## config.mk

```make
export PLATFORM = sky130hd
export DESIGN_NAME = serial_dac_frontend
export DESIGN_NICKNAME = d
export VERILOG_FILES = /design/src/rtl/serial_dac_frontend.sv
export SDC_FILE = /design/constraint.sdc
export NUM_CORES = 1
export LEC_CHECK = 0
export CORE_UTILIZATION = 45
export DETAILED_ROUTE_END_ITERATION = 7
export GPL_ROUTABILITY_DRIVEN = 1
export PLACE_DENSITY = 0.69
export SETUP_SLACK_MARGIN = 0.05
export SLEW_MARGIN = 30
export SYNTH_ARGS = -nofsm -noshare
export SYNTH_HDL_FRONTEND = slang
export SYNTH_SLANG_ARGS = --single-unit
export TNS_END_PERCENT = 10
```

## constraint.sdc

```tcl
create_clock -name clk -period 2.2 [get_ports clk]
set_input_delay 0.22 -clock clk [delete_from_list [all_inputs] [get_ports clk]]
set_output_delay 0.22 -clock clk [all_outputs]
set_load 0.02 [all_outputs]
```

## src/rtl/serial_dac_frontend.sv

```systemverilog
module serial_dac_frontend #(
  parameter int WORD_W      = 16,
  parameter int SYNC_STAGES = 2
) (
  input  logic              clk,
  input  logic              rst_n,
  input  logic              cs_n_i,
  input  logic              sclk_i,
  input  logic              sdi_i,
  input  logic              load_n_i,
  input  logic              strobe_mode_i,
  output logic [WORD_W-1:0] dac_code_o,
  output logic              dac_update_o
);
  localparam int CNT_W = $clog2(WORD_W + 2);
  localparam logic [CNT_W-1:0] CNT_FULL = CNT_W'(WORD_W);
  localparam logic [CNT_W-1:0] CNT_OVER = CNT_W'(WORD_W + 1);
  localparam logic [3:0] PIN_IDLE = 4'b1100;

  logic [3:0]        sync_q [SYNC_STAGES];
  logic [3:0]        pins, pins_d;
  logic [CNT_W-1:0]  bit_cnt;
  logic [WORD_W-1:0] shift_q, held_q;

  always_ff @(posedge clk or negedge rst_n) begin
    if (!rst_n) begin
      for (int i = 0; i < SYNC_STAGES; i++) sync_q[i] <= PIN_IDLE;
      pins_d <= PIN_IDLE;
    end else begin
      sync_q[0] <= {load_n_i, cs_n_i, sclk_i, sdi_i};
      for (int i = 1; i < SYNC_STAGES; i++) sync_q[i] <= sync_q[i-1];
      pins_d <= pins;
    end
  end

  assign pins = sync_q[SYNC_STAGES-1];

  wire cs_low     = !pins[2];
  wire cs_rise    = pins[2] && !pins_d[2];
  wire sclk_rise  = pins[1] && !pins_d[1];
  wire load_low   = !pins[3];
  wire load_fall  = !pins[3] && pins_d[3];
  wire shift_en   = cs_low && sclk_rise;
  wire frame_ok   = cs_rise && (bit_cnt == CNT_FULL);
  wire do_load    = strobe_mode_i ? ((frame_ok && load_low) || load_fall) : frame_ok;
  wire [WORD_W-1:0] next_code = frame_ok ? shift_q : held_q;

  always_ff @(posedge clk or negedge rst_n) begin
    if (!rst_n) begin
      bit_cnt <= '0;
      shift_q <= '0;
      held_q  <= '0;
    end else begin
      if (cs_rise) bit_cnt <= '0;
      else if (shift_en && bit_cnt != CNT_OVER) bit_cnt <= bit_cnt + CNT_W'(1);
      if (shift_en) shift_q <= {shift_q[WORD_W-2:0], pins[0]};
      if (frame_ok) held_q <= shift_q;
    end
  end

  always_ff @(posedge clk or negedge rst_n) begin
    if (!rst_n) begin
      dac_code_o   <= '0;
      dac_update_o <= 1'b0;
    end else begin
      dac_update_o <= do_load;
      if (do_load) dac_code_o <= next_code;
    end
  end

  assert_auto_copy_R4: assert property (@(posedge clk) disable iff (!rst_n)
    (frame_ok && !strobe_mode_i) |=> (dac_code_o == $past(shift_q)));

  assert_bad_frame_kept_R5: assert property (@(posedge clk) disable iff (!rst_n)
    (cs_rise && bit_cnt != CNT_FULL && !(strobe_mode_i && load_fall)) |=> $stable(dac_code_o));

  assert_strobe_hold_R6: assert property (@(posedge clk) disable iff (!rst_n)
    (strobe_mode_i && !load_fall && !(frame_ok && load_low)) |=> $stable(dac_code_o));

  assert_change_flagged_R8: assert property (@(posedge clk) disable iff (!rst_n)
    !$stable(dac_code_o) |-> dac_update_o);
endmodule

```

==> results.json <==
{
  "detailedRoute.firstPassIterationCount": 4,
  "dpl_cell_area_sq_um": 2860,
  "core.rowCount": 26,
  "type_of_the_setup_path_with_the_least_slack": "flop to flop",
  "layout_common_cells": "59 x sky130_fd_sc_hd__dfrtp_1, 32 x sky130_fd_sc_hd__mux2_2, 22 x sky130_fd_sc_hd__clkdlybuf4s50_1, 16 x sky130_fd_sc_hd__and3_1, 16 x sky130_fd_sc_hd__a221o_1",
  "crit_path_end_kind": "flop",
  "tightest_slew_ns": 0.494,
  "grt_pass1_vias": 1524,
  "mostFrequentLayoutCell": "sky130_fd_sc_hd__dfrtp_1",
  "rr_worst_depth": 4,
  "timing.clock.skew_ns": 0.00492,
  "synth-seq-area-share_pct": 64.3,
  "final-seq-area_sq_um": 1630,
  "place.gp.congestion": 0.707,
  "synth-async-reset-ratio_pct": 100,
  "final_nets": 209,
  "start_util_pct": 48.2,
  "detail-route-antenna-nets": 0,
  "hold_violations": 0,
  "post-dp-hpwl_um": 2770,
  "drcViolationCount": 0,
  "mappedNetlistArea_sq_um": 2540,
  "min_delay_path_depth": 1,
  "timing.max_slew.rel_slack_pct": 67.0,
  "cts_post_setup_buffers_inserted": 0,
  "die_w_um": 77.1,
  "layout-drive-gt1-share_pct": 29.7,
  "synth-seq-cells": 65,
  "multiInputGateArea_sq_um": 840,
  "placeableCoreArea_sq_um": 5270,
  "max_slew_violation_count": 0,
  "ys_warn_count": 0,
  "vdd_ir_drop_max_v": 0.000384,
  "synth_largest_type_area_fraction_pct": 58.1,
  "max_freq_mhz": 514,
  "p_leak_uw": 0.00146,
  "io_buffer_count": 23,
  "clkSinkCount": 65,
  "cts_tree": "yes",
  "dr_total_vias": 1498,
  "synth_ff_type": "sky130_fd_sc_hd__dfrtp_1",
  "grt_first_pass_wirelength_um": 7320,
  "maxCapViolCount": 0,
  "period_minus_slack_ns": 1.94,
  "number_of_flops_mapped_to_enable_cells_by_yosys": 0,
  "path_max_fanout": 26,
  "grt_util_all_layers_pct": 16.2,
  "synthDominantAreaCellType": "sky130_fd_sc_hd__dfrtp_1",
  "antenna_found_initial": 0,
  "clock_pin_slew_on_the_worst_setup_and_hold_paths_ns": 0.06,
  "cp_data_arrival_time_ns": 2.15,
  "final.hold.worst_slack_ns": 0.300,
  "tns_ns": 0,
  "yosys.cell_types.count": 27,
  "grt_remaining_overflow": 0,
  "final-setup-viol-count": 0,
  "clk_latency_ns": 0.32,
  "rsz_0062_raised_after_global_routing": "false",
  "drt_iter0_drc": 78,
  "required_time_reported_for_the_critical_path_endpoint_ns": 2.41,
  "cts-root-to-sink-buffers": 2,
  "layout_worst_path_cycle_share_pct": 88.4,
  "wl_per_cell_um": 15.8,
  "synth.area.top_cells": "sky130_fd_sc_hd__dfrtp_1 58%, sky130_fd_sc_hd__mux2_2 14%, sky130_fd_sc_hd__a221o_1 6.3%",
  "maximum_number_of_pins_on_one_net_before_global_route_repair": 66,
  "cts_max_level": 3,
  "crit_start_category": "flop",
  "detailed_route_vias_per_instance": 5.51,
  "die_y_um": 77.1,
  "num_antenna_cells": 0,
  "drt-total-wl_um": 4310,
  "die_area_sq_um": 5950,
  "power_density_nw_per_um2": 786,
  "holdCritPathClass": "primary input to flop",
  "synthesis.nets": 178,
  "post_synth_inst_count": 168,
  "syn_avg_cell_area_sq_um": 15.1,
  "final_non_filler_cell_area_sq_um": 3030,
  "area_growth_pct": 19.4,
  "clock_buffers_created_by_tritoncts": 9,
  "run_status": "completed",
  "clk_root_buffer_cell": "sky130_fd_sc_hd__clkbuf_8",
  "ports_placed_on_the_boundary": 24,
  "layout.filler_cells": 447
}
-- final timing paths --
kind | start | endpoint | slack [ns]
worst max-delay path | pins[2]$_DFF_PN1_ | held_q[3]$_DFF_PN0_ | 0.26
worst min-delay path | load_n_i | sync_q[7]$_DFF_PN1_ | 0.30
worst max register to register | pins[2]$_DFF_PN1_ | held_q[3]$_DFF_PN0_ | 0.26
worst min register to register | sync_q[5]$_DFF_PN0_ | pins[1]$_DFF_PN0_ | 0.35
max in group asynchronous | rst_n | sync_q[7]$_DFF_PN1_ | 1.44
min in group asynchronous | rst_n | dac_update_o$_DFF_PN0_ | 0.45
-- worst max-delay path, cell delays in order (launching register included) --
cell	delay, ns
sky130_fd_sc_hd__dfstp_2	0.56
sky130_fd_sc_hd__and2b_4	0.19
sky130_fd_sc_hd__and4_2	0.38
sky130_fd_sc_hd__buf_4	0.32
sky130_fd_sc_hd__mux2_2	0.37
-- logic make-up (layout without fill, tap and decap cells) --
group,Yosys count,after routing,synth area share (%)
adder cells (fa/ha/maj),3,3,1.48
XOR/XNOR,3,3,1.03
buffers and inverters,12,46,2.66
flip-flops,65,65,64.3
AND/OR/NAND/NOR,32,32,7.98
AO/OA/AOI/OAI,21,21,8.33
multiplexers,32,32,14.2
-- layer usage --
metal  global-route usage [%]  share of wire, %  vias to the layer above
li1                         -                 -                      677
met1                     19.9                46                      783
met2                     26.3                50                       33
met3                     3.21               3.4                        5
met4                     9.81               1.0                        0
met5                        0                 0                        -
-- flip-flops by register name, summed over array words and instances, names as in the netlist --
name,flops
pins,4
pins_d,3
dac_update_o,1
bit_cnt,5
sync_q,4
held_q,16
shift_q,16
dac_code_o,16
-- synthesized netlist by cell type, types with 2 or more instances --
master	number
sky130_fd_sc_hd__a221o_1	16
sky130_fd_sc_hd__and3_1	16
sky130_fd_sc_hd__buf_2	3
sky130_fd_sc_hd__buf_6	2
sky130_fd_sc_hd__clkbuf_1	3
sky130_fd_sc_hd__dfrtp_1	59
sky130_fd_sc_hd__dfstp_2	6
sky130_fd_sc_hd__ha_1	3
sky130_fd_sc_hd__inv_1	3
sky130_fd_sc_hd__mux2_2	32
sky130_fd_sc_hd__nand2_1	4
sky130_fd_sc_hd__nand4_1	2
sky130_fd_sc_hd__nor2_1	4
sky130_fd_sc_hd__xor2_1	2
-- through the flow --
| step | worst slack, ns | cells | utilization [%] | power (uW) |
|---|---|---|---|---|
| floorplan | 0.502 | 168 | - | 1470 |
| global placement | 0.215 | 257 | 54.2 | 1540 |
| detailed placement | 0.159 | 257 | 54.2 | 1560 |
| CTS | 0.151 | 272 | 57.5 | 2420 |
| global route | 0.172 | 272 | 57.5 | 2490 |
| finish | 0.256 | 272 | 57.5 | 2380 |
-- final cells by class --
type                       count  area share, %
sequential                    65           53.9
multi-input combinational     91           27.7
timing repair buffer          29           9.82
clock buffer                  14           5.36
tap                           70           2.89
inverter                       3          0.371
-- timing repair --
action | in CTS | in global routing
gates resized for setup | 0 | 1
setup endpoints to repair | 0 | 7
endpoints found under the hold margin | 59 | 0
hold buffers | 1 | 0
-- power by group --
group / switching [uW] / internal (uW)
Combinational: 76.0 / 92.3
Clock: 392 / 460
Sequential: 75.9 / 1290
(Power assumes the default switching activity.)
